===== src/rtl/nd_pkg.sv =====
`timescale 1ns/1ps
package nd_pkg;

    localparam int OP_W = 4;

    typedef enum logic [OP_W-1:0] {
        OP_ADD  = 4'h0,
        OP_SUB  = 4'h1,
        OP_MUL  = 4'h2,
        OP_DIV  = 4'h3,
        OP_AND  = 4'h4,
        OP_OR   = 4'h5,
        OP_XOR  = 4'h6,
        OP_XNOR = 4'h7,
        OP_NOT  = 4'h8,
        OP_SHR  = 4'h9,
        OP_SHL  = 4'hA
    } alu_op_e;

endpackage


===== src/rtl/nd_regbank.sv =====
`timescale 1ns/1ps
module nd_regbank #(
    parameter int WIDTH = 4,
    parameter int NREG  = 4,
    parameter int NRD   = 2,
    localparam int SELW = $clog2(NREG)
) (
    input  logic                       clk,
    input  logic                       rst,
    input  logic [NRD-1:0][SELW-1:0]   rd_sel,
    output logic [NRD-1:0][WIDTH-1:0]  rd_data,
    input  logic                       wr_en,
    input  logic [SELW-1:0]            wr_sel,
    input  logic [WIDTH-1:0]           wr_data
);

    typedef struct packed {
        logic [NREG-1:0][WIDTH-1:0] bank;
    } bank_state_t;

    bank_state_t st_d, st_q;

    function automatic logic [WIDTH-1:0] start_value(input int idx);
        return WIDTH'(idx + 1);
    endfunction

    always_comb begin
        st_d = st_q;
        if (rst) begin
            for (int i = 0; i < NREG; i++) begin
                st_d.bank[i] = start_value(i);
            end
        end else if (wr_en) begin
            st_d.bank[wr_sel] = wr_data;
        end
    end

    always_ff @(posedge clk) begin
        st_q <= st_d;
    end

    // Read ports see only the registered state: old value until the edge
    for (genvar p = 0; p < NRD; p++) begin : g_rd
        assign rd_data[p] = st_q.bank[rd_sel[p]];
    end

    for (genvar g = 0; g < NREG; g++) begin : g_chk
        assert_reset_R1: assert property (@(posedge clk)
            rst |=> (st_q.bank[g] == start_value(g)));

        assert_write_R3: assert property (@(posedge clk) disable iff (rst)
            (wr_en && (wr_sel == SELW'(g))) |=> (st_q.bank[g] == $past(wr_data)));

        assert_keep_R3: assert property (@(posedge clk) disable iff (rst)
            (!wr_en || (wr_sel != SELW'(g))) |=> $stable(st_q.bank[g]));
    end

endmodule


===== src/rtl/nd_alu.sv =====
`timescale 1ns/1ps
module nd_alu
    import nd_pkg::*;
#(
    parameter int WIDTH = 4,
    localparam int PW   = 2 * WIDTH
) (
    input  logic [OP_W-1:0]  op,
    input  logic [WIDTH-1:0] a,
    input  logic [WIDTH-1:0] b,
    output logic [WIDTH-1:0] res,
    output logic             carry,
    output logic             zero
);

    typedef struct packed {
        logic [WIDTH-1:0] value;
        logic             carry;
    } alu_res_t;

    alu_res_t         out_d;
    logic [WIDTH:0]   sum_w;
    logic [WIDTH:0]   dif_w;
    logic [PW-1:0]    prod_w;
    logic [WIDTH-1:0] quot_w;
    logic             div_zero;

    always_comb begin
        sum_w    = {1'b0, a} + {1'b0, b};
        dif_w    = {1'b0, a} - {1'b0, b};
        prod_w   = {{WIDTH{1'b0}}, a} * {{WIDTH{1'b0}}, b};
        div_zero = (b == '0);
        quot_w   = div_zero ? '1 : (a / b);
    end

    always_comb begin
        out_d = '0;
        case (alu_op_e'(op))
            OP_ADD: begin
                out_d.value = sum_w[WIDTH-1:0];
                out_d.carry = sum_w[WIDTH];
            end
            OP_SUB: begin
                out_d.value = dif_w[WIDTH-1:0];
                out_d.carry = dif_w[WIDTH];
            end
            OP_MUL: begin
                out_d.value = prod_w[WIDTH-1:0];
                out_d.carry = |prod_w[PW-1:WIDTH];
            end
            OP_DIV: begin
                out_d.value = quot_w;
                out_d.carry = div_zero;
            end
            OP_AND:  out_d.value = a & b;
            OP_OR:   out_d.value = a | b;
            OP_XOR:  out_d.value = a ^ b;
            OP_XNOR: out_d.value = ~(a ^ b);
            OP_NOT:  out_d.value = ~a;
            OP_SHR: begin
                out_d.value = {1'b0, a[WIDTH-1:1]};
                out_d.carry = a[0];
            end
            OP_SHL: begin
                out_d.value = {a[WIDTH-2:0], 1'b0};
                out_d.carry = a[WIDTH-1];
            end
            default: out_d = '0;
        endcase
    end

    assign res   = out_d.value;
    assign carry = out_d.carry;
    assign zero  = (out_d.value == '0);

endmodule


===== src/rtl/nibble_datapath.sv =====
`timescale 1ns/1ps
module nibble_datapath
    import nd_pkg::*;
#(
    parameter int WIDTH = 4,
    parameter int NREG  = 4,
    localparam int SELW = $clog2(NREG)
) (
    input  logic             clk,
    input  logic             rst,
    input  logic [SELW-1:0]  src_a_sel,
    input  logic [SELW-1:0]  src_b_sel,
    input  logic [SELW-1:0]  dst_sel,
    input  logic             wb_en,
    input  logic [OP_W-1:0]  op_code,
    output logic [WIDTH-1:0] src_a,
    output logic [WIDTH-1:0] src_b,
    output logic [WIDTH-1:0] alu_out,
    output logic             flag_zero,
    output logic             flag_carry
);

    localparam int NRD = 2;

    logic [NRD-1:0][SELW-1:0]  rd_sel_w;
    logic [NRD-1:0][WIDTH-1:0] rd_data_w;
    logic [WIDTH-1:0]          res_w;

    assign rd_sel_w = {src_b_sel, src_a_sel};
    assign src_a    = rd_data_w[0];
    assign src_b    = rd_data_w[1];
    assign alu_out  = res_w;

    nd_regbank #(
        .WIDTH (WIDTH),
        .NREG  (NREG),
        .NRD   (NRD)
    ) regbank_i (
        .clk     (clk),
        .rst     (rst),
        .rd_sel  (rd_sel_w),
        .rd_data (rd_data_w),
        .wr_en   (wb_en),
        .wr_sel  (dst_sel),
        .wr_data (res_w)
    );

    nd_alu #(
        .WIDTH (WIDTH)
    ) alu_i (
        .op    (op_code),
        .a     (rd_data_w[0]),
        .b     (rd_data_w[1]),
        .res   (res_w),
        .carry (flag_carry),
        .zero  (flag_zero)
    );

    assert_divzero_R8: assert property (@(posedge clk) disable iff (rst)
        (op_code == OP_DIV && src_b == '0) |-> (alu_out == '1 && flag_carry));

    assert_borrow_R6: assert property (@(posedge clk) disable iff (rst)
        (op_code == OP_SUB) |-> (flag_carry == (src_a < src_b)));

    assert_shl_out_R10: assert property (@(posedge clk) disable iff (rst)
        (op_code == OP_SHL) |-> ({flag_carry, alu_out} == {src_a, 1'b0}));

    assert_unused_R11: assert property (@(posedge clk) disable iff (rst)
        (op_code > OP_SHL) |-> (alu_out == '0 && !flag_carry && flag_zero));

    assert_logic_nocarry_R9: assert property (@(posedge clk) disable iff (rst)
        (op_code >= OP_AND && op_code <= OP_NOT) |-> !flag_carry);

endmodule


===== config.mk =====
export PLATFORM = sky130hd
export DESIGN_NAME = nibble_datapath
export DESIGN_NICKNAME = d
export VERILOG_FILES = /design/src/rtl/nd_pkg.sv /design/src/rtl/nd_regbank.sv /design/src/rtl/nd_alu.sv /design/src/rtl/nibble_datapath.sv
export SDC_FILE = /design/constraint.sdc
export NUM_CORES = 1
export LEC_CHECK = 0
export ABC_AREA = 0
export BUFFER_PORTS_ARGS = -buffer_cell sky130_fd_sc_hd__buf_2
export CAP_MARGIN = 0
export CORE_MARGIN = 1.5
export CORE_UTILIZATION = 45
export CTS_CLUSTER_SIZE = 24
export DETAILED_ROUTE_END_ITERATION = 16
export PLACE_DENSITY = 0.64
export REMOVE_ABC_BUFFERS = 1
export SLEW_MARGIN = 40
export SYNTH_ARGS = -nofsm -noshare
export SYNTH_HDL_FRONTEND = slang
export SYNTH_HIERARCHICAL = 1
export SYNTH_SLANG_ARGS = --single-unit

===== constraint.sdc =====
create_clock -name clk -period 9.27 [get_ports clk]
set_clock_uncertainty 0.05 [all_clocks]
set_input_delay 2.781 -clock clk [delete_from_list [all_inputs] [get_ports clk]]
set_output_delay 2.781 -clock clk [all_outputs]
set_load 0.1 [all_outputs]

Word-level counts from Yosys, hierarchy flattened
Cells that the tools add are included.

storage, ports and cells
  word-level logic and storage cells = 42
  output and inout port bits = 14
  input port bits = 13
  register bits after elaboration = 16

operators by class
  add/subtract/negate cells = 2
  bitwise operators = 5
  equality and inequality tests = 10
  order comparisons = 4
  divide/modulo/power cells = 1
  reduce and logical (&&, ||, !) cells = 5
  muxes and demuxes = 10
  multipliers = 1

operators with widths
  cell                  number
  $pmux W4 S11          1
  $bmux W4 S2           2
  $bwmux W16            1
  $eq A4 B3 Y1 const B  4
  $mux W4               4
  $eq A4 B4 Y1 const B  3
  $logic_not A4 Y1      3
  $lt A2 B3 Y1 const B  3
  $demux W4 S2          1
  $eq A4 B2 Y1 const B  2
  $mul A4 B4 Y8         1
  $not A4 Y4            2
  $pmux W1 S6           1
  $add A4 B4 Y5         1
  $sub A4 B4 Y5         1
  $and A4 B4 Y4         1
  $div A4 B4 Y4         1
  $eq A4 B1 Y1 const B  1
  $or A4 B4 Y4          1
  $reduce_or A4 Y1      1
  $xor A4 B4 Y4         1
  $ge A2 B1 Y1 const B  1
  $logic_and A1 B1 Y1   1

Depth between registers and ports, before layout
  depth after elaboration = 6
  mapped depth = 23

Modules after synthesis
The synthesis kept the hierarchy.

by module, submodules not included
  module      area each (sq um)  instances  cells each  sequential area each (sq um)
  nd_alu      1562.7             1          204         0.0
  nd_regbank  869.6              1          69          320.3

Least setup slack after synthesis
OpenSTA, ideal clock, no wires.

  kind = in2out
  from = input src_b_sel[0]
  to = output flag_zero
  slack = -3359 ps
  stages = 22
  path buffers = 1
  arrival = 9798 ps
  data required time = 6439 ps
  cells stage by stage = mux4_1 -> clkbuf_1 -> nor3_1 -> a21oi_1 -> a21oi_1 -> ha_1 -> a21oi_1 -> nor3_1 -> o32a_1 -> ha_1 -> o21a_1 -> o21ai_0 -> a21oi_1 -> nor2_1 -> a21oi_1 -> ha_1 -> a21boi_0 -> o21ai_1 -> nand2b_1 -> a221oi_1 -> o21ai_1 -> nor4_2

between the ends
  word-level cells in the longest chain between the ends = 6

ends and longest elaborated chain
  element                                       line                        text
  from (decl)                                   nibble_datapath.sv:12       input logic [SELW-1:0] src_b_sel,
  $bmux W4 S2 *                                 nd_regbank.sv:44            assign rd_data[p] = st_q.bank[rd_sel[p]];
  $mux W4 (implied by the code) *               nd_regbank.sv:44
  $div A4 B4 Y4, or another cell as far along   nd_alu.sv:33                quot_w = div_zero ? '1 : (a / b);
  $mux W4 / $not A4 Y4 (equally long branches)  nd_alu.sv:33, nd_alu.sv:58
  $pmux W4 S11 *                                nd_alu.sv:38                case (alu_op_e'(op))
  named net alu_out[0]                          nibble_datapath.sv:18       output logic [WIDTH-1:0] alu_out,
  $logic_not A4 Y1 *                            nd_alu.sv:74                assign zero = (out_d.value == '0);
  to (decl)                                     nibble_datapath.sv:19       output logic flag_zero,

Mark *: on every way through the listed nets, which the timed path passes. The rest lies on a longest branch. The select of a mux whose other input is x is not followed.

Worst setup path in the final report
  from = input src_a_sel[0]
  to = output flag_zero

between the ends
  word-level cells in the longest chain between the ends = 6

ends and longest elaborated chain
  element                                                line                                      text
  from (decl)                                            nibble_datapath.sv:11                     input logic [SELW-1:0] src_a_sel,
  $bmux W4 S2 *                                          nd_regbank.sv:44
  $mux W4 (implied by the code) *                        nd_regbank.sv:44
  $div A4 B4 Y4 / $xor A4 B4 Y4 (equally long branches)  nd_alu.sv:33, nd_alu.sv:57, nd_alu.sv:58
  $mux W4 / $not A4 Y4 (equally long branches)           nd_alu.sv:33, nd_alu.sv:58
  $pmux W4 S11 *                                         nd_alu.sv:38
  $logic_not A4 Y1 *                                     nd_alu.sv:74

Every way passes the cells marked *; elsewhere a longest branch is shown, timed or not. The select of a mux whose other input is x is not followed.

==> impl_results.md <==
- EDFF count, synth: 0
- Largest net degree at the start of global routing: 29
- Run status: finished with violations
- Most frequent cells in the layout: buf_4 (36), ha_1 (34), nor2_1 (29)
- Slowest stage cell, crit path: mux4_2
- # Max-Cap Violations: 0
- Final period util: 104.9%
- Clock Sinks: 16
- Comb power frac: between 60 and 70%
- Via density: roughly 5.5
- Vias: roughly 2,200
- CTS max path bufs: 2
- GRT overflow: 0
- Register bit total from synthesis: 16
- Post-route ant nets: 0
- Core footprint: around 0.0052 mm²
- TritonCTS Buffers: 3
- Mean area per synthesized cell: roughly 8.9 µm²
- Worst skew pair latency: 250 ps
- Sequential share of the synthesized area: roughly an eighth
- RSZ-0062 raised after global routing: yes
- Syn Inst Count: 273
- Hold-fix buffers, CTS: 0
- Element type at the critical path start: input pin
- TritonCTS clock tree: yes
- Switching part of the total: between 40% and 50%
- Worst min-delay path class: flop to flop
- HPWL Detailed: 4874 µm
- I/O Buffers: 26
- Critical Path AT: between 6000 and 7000 ps
- Worst slew pin tran: a little under 500 ps
- Starting Density: between 40% and 50%
- Setup WS pre-CTS: -849.5 ps
- Number of flip-flops in the largest register: 16
- Worst r2r src: regbank_i/st_q[1]$_SDFFE_PP0P_
- Cell count of the worst reg-to-reg path: 24
- First DRT Iteration DRCs: between 150 and 200
- Final count of pins violating max slew: 0
- Hold Path Origin: regbank_i/st_q[2]$_SDFFE_PP0P_
- P_sw: ~0.19 mW
- CP startpoint: src_a_sel[0]
- TritonRoute pass-1 iters: 4
- Root Buffer: clkbuf_8
- Post-synth ARST share: 0%
- Die Height: 76.52 µm
- Final core area utilization: around three fifths
- Fmax: 0.1029 GHz
- Setup crit end kind: output pin
- Tmin final: about 9700 ps
- Die width: about 77 µm
- Pwr per Cell Area: roughly 130 mW/mm²
- # DRC: 0
- Wire per inst: 15.78 µm
- Full die area: 0.005855 mm²
- Failing checks: setup timing
- GP Congestion: between 0.9 and 1
- Top flop regs: regbank_i/st_q x16
- Clock share of power: 14.9%
- Most common cell after layout, fill and taps aside: buf_4
- Peak supply drop: 0.1144 mV
- Internal: about 0.23 mW
- Top_reg_cell synth: dfxtp_1
- CP required: ~6400 ps
- Critical path peak fanout: 8
- Hold depth: 2
- Hold Vio Cnt, Final: 0
- Crit path setup slack, layout: -449.9 ps
- Final setup fails: 2
- Row count: 26
- Slew headroom: 67.89%
- Clk pin slew, worst setup/hold paths: 60 ps
- Classification of the worst setup path: input pin to output pin
- Vias in the first global route: ~2,300
- Ys Warns: 6
- # fillers: 470
- Area grow syn2layout: 27.62%
- # nets final: 389
- Number of distinct library cells after synthesis: 52
- # IOs: 27
- Initial antenna violation count: 0
- H-tree lvl count: 1
- Global-route wire length before repair: ~11,000 µm
- Number of diodes: 0
- Critical Path Max Stage Delay: around 560 ps
- GRT Overall Usage: a little under a quarter
- Post-Syn Area: 0.002432 mm²
- Largest Register: regbank_i/st_q
- CP cell instances: buf_2 > mux4_2 > buf_4 > a21oi_2 > a21oi_4 > ha_4 > o21ai_1 > o32a_1 > ha_1 > o21a_1 > o21ai_2 > a21oi_2 > nor2_1 > a21oi_1 > ha_1 > a21boi_1 > o21ai_1 > nand2b_1 > a221oi_2 > o21ai_2 > nor4_2 > buf_4 > buf_12
- Layout cells sized above 1: between 30% and 40%
- Leak Pwr: between 1 and 1.5 nW
- Sequential share of power: around 18%
- Final wirelength: 6344 µm
worst paths after layout:
check / to / slack, ps
worst max-delay path: flag_zero / -450
worst min-delay path: regbank_i/st_q[2]$_SDFFE_PP0P_ / 450
worst max register to register: regbank_i/st_q[0]$_SDFFE_PP1P_ / 4710
worst min register to register: regbank_i/st_q[2]$_SDFFE_PP0P_ / 450
what timing repair did:
item / CTS / global route
setup endpoints to repair: 4 / 4
pin swaps: 8 / 7
resized for setup: 27 / 17
buffers inserted: 2 / 5
metal layers:
layer | wire, µm | GRT usage [%] | vias up | part of all wire (%)
met5 | 0 | 0 | - | 0
met4 | 53 | 5.000 | 0 | 0.84
met3 | 231 | 0.7186 | 5 | 3.6
met2 | 3191 | 41.43 | 46 | 50
met1 | 2867 | 31.05 | 1063 | 45
li1 | - | - | 1101 | -
kinds of logic (layout without fill, tap and decap cells):
| family | Yosys count | count (layout) | synth area share, % |
|---|---|---|---|
| simple gates | 88 | 88 | 20.37 |
| compound gates | 58 | 58 | 15.38 |
| fa+ha+maj | 43 | 43 | 23.97 |
| buf+inv | 32 | 91 | 6.584 |
| mux | 29 | 29 | 18.00 |
| flops | 16 | 16 | 13.17 |
| xor+xnor | 7 | 7 | 2.521 |
synth_stat cells (all sizes together), types with 5 or more instances:
master | n | area [µm²]
dfxtp | 16 | 320.3
nor3 | 7 | 35.03
nand2 | 10 | 37.54
nand2b | 19 | 118.9
mux2i | 19 | 190.2
inv | 22 | 82.58
buf | 8 | 70.06
ha | 37 | 462.9
a21o | 5 | 37.54
nand3b | 5 | 45.04
fa | 6 | 120.1
mux4 | 9 | 232.7
nor2 | 29 | 108.9
o21ai | 11 | 55.05
a21oi | 19 | 95.09
final cells by class:
type | instances | area, µm² | share of cell area [%]
Inverter | 22 | 82.58 | 2.660
Tap cell | 70 | 87.58 | 2.821
Multi-Input combinational cell | 225 | 2043 | 65.82
Timing Repair Buffer | 65 | 515.5 | 16.61
Clock buffer | 4 | 55.05 | 1.773
Sequential cell | 16 | 320.3 | 10.32
worst max-delay path, delay by kind of cell:
kind / cells / cell delay (ps)
AO/OA/AOI/OAI: 12 / 1740
adder cells (fa/ha/maj): 3 / 830
buffers and inverters: 4 / 650
multiplexers: 1 / 560
AND/OR/NAND/NOR: 3 / 340
through the flow:
step	power [mW]	instances	setup TNS [ps]	hold slack, ps	instance area (µm²)
after floorplan	0.2437	263	-6914	402.3	2355
after global placement	0.3261	392	-1489	419.2	2865
after detailed placement	0.3292	392	-1751	438.0	2865
after CTS	0.4065	398	-638.8	449.5	3015
after global routing	0.4450	402	-1463	470.4	3104
final	0.4169	402	-775.3	449.0	3104
power by group through the flow:
stage               logic, mW  clock network (mW)  registers (mW)
floorplan               0.169                   0          0.0746
global placement        0.251                   0          0.0754
detailed placement      0.254                   0          0.0755
CTS                     0.269              0.0634          0.0742
global route            0.304              0.0664          0.0745
finish                  0.281              0.0621          0.0743
Note: power is estimated with default switching activity, not from simulation.
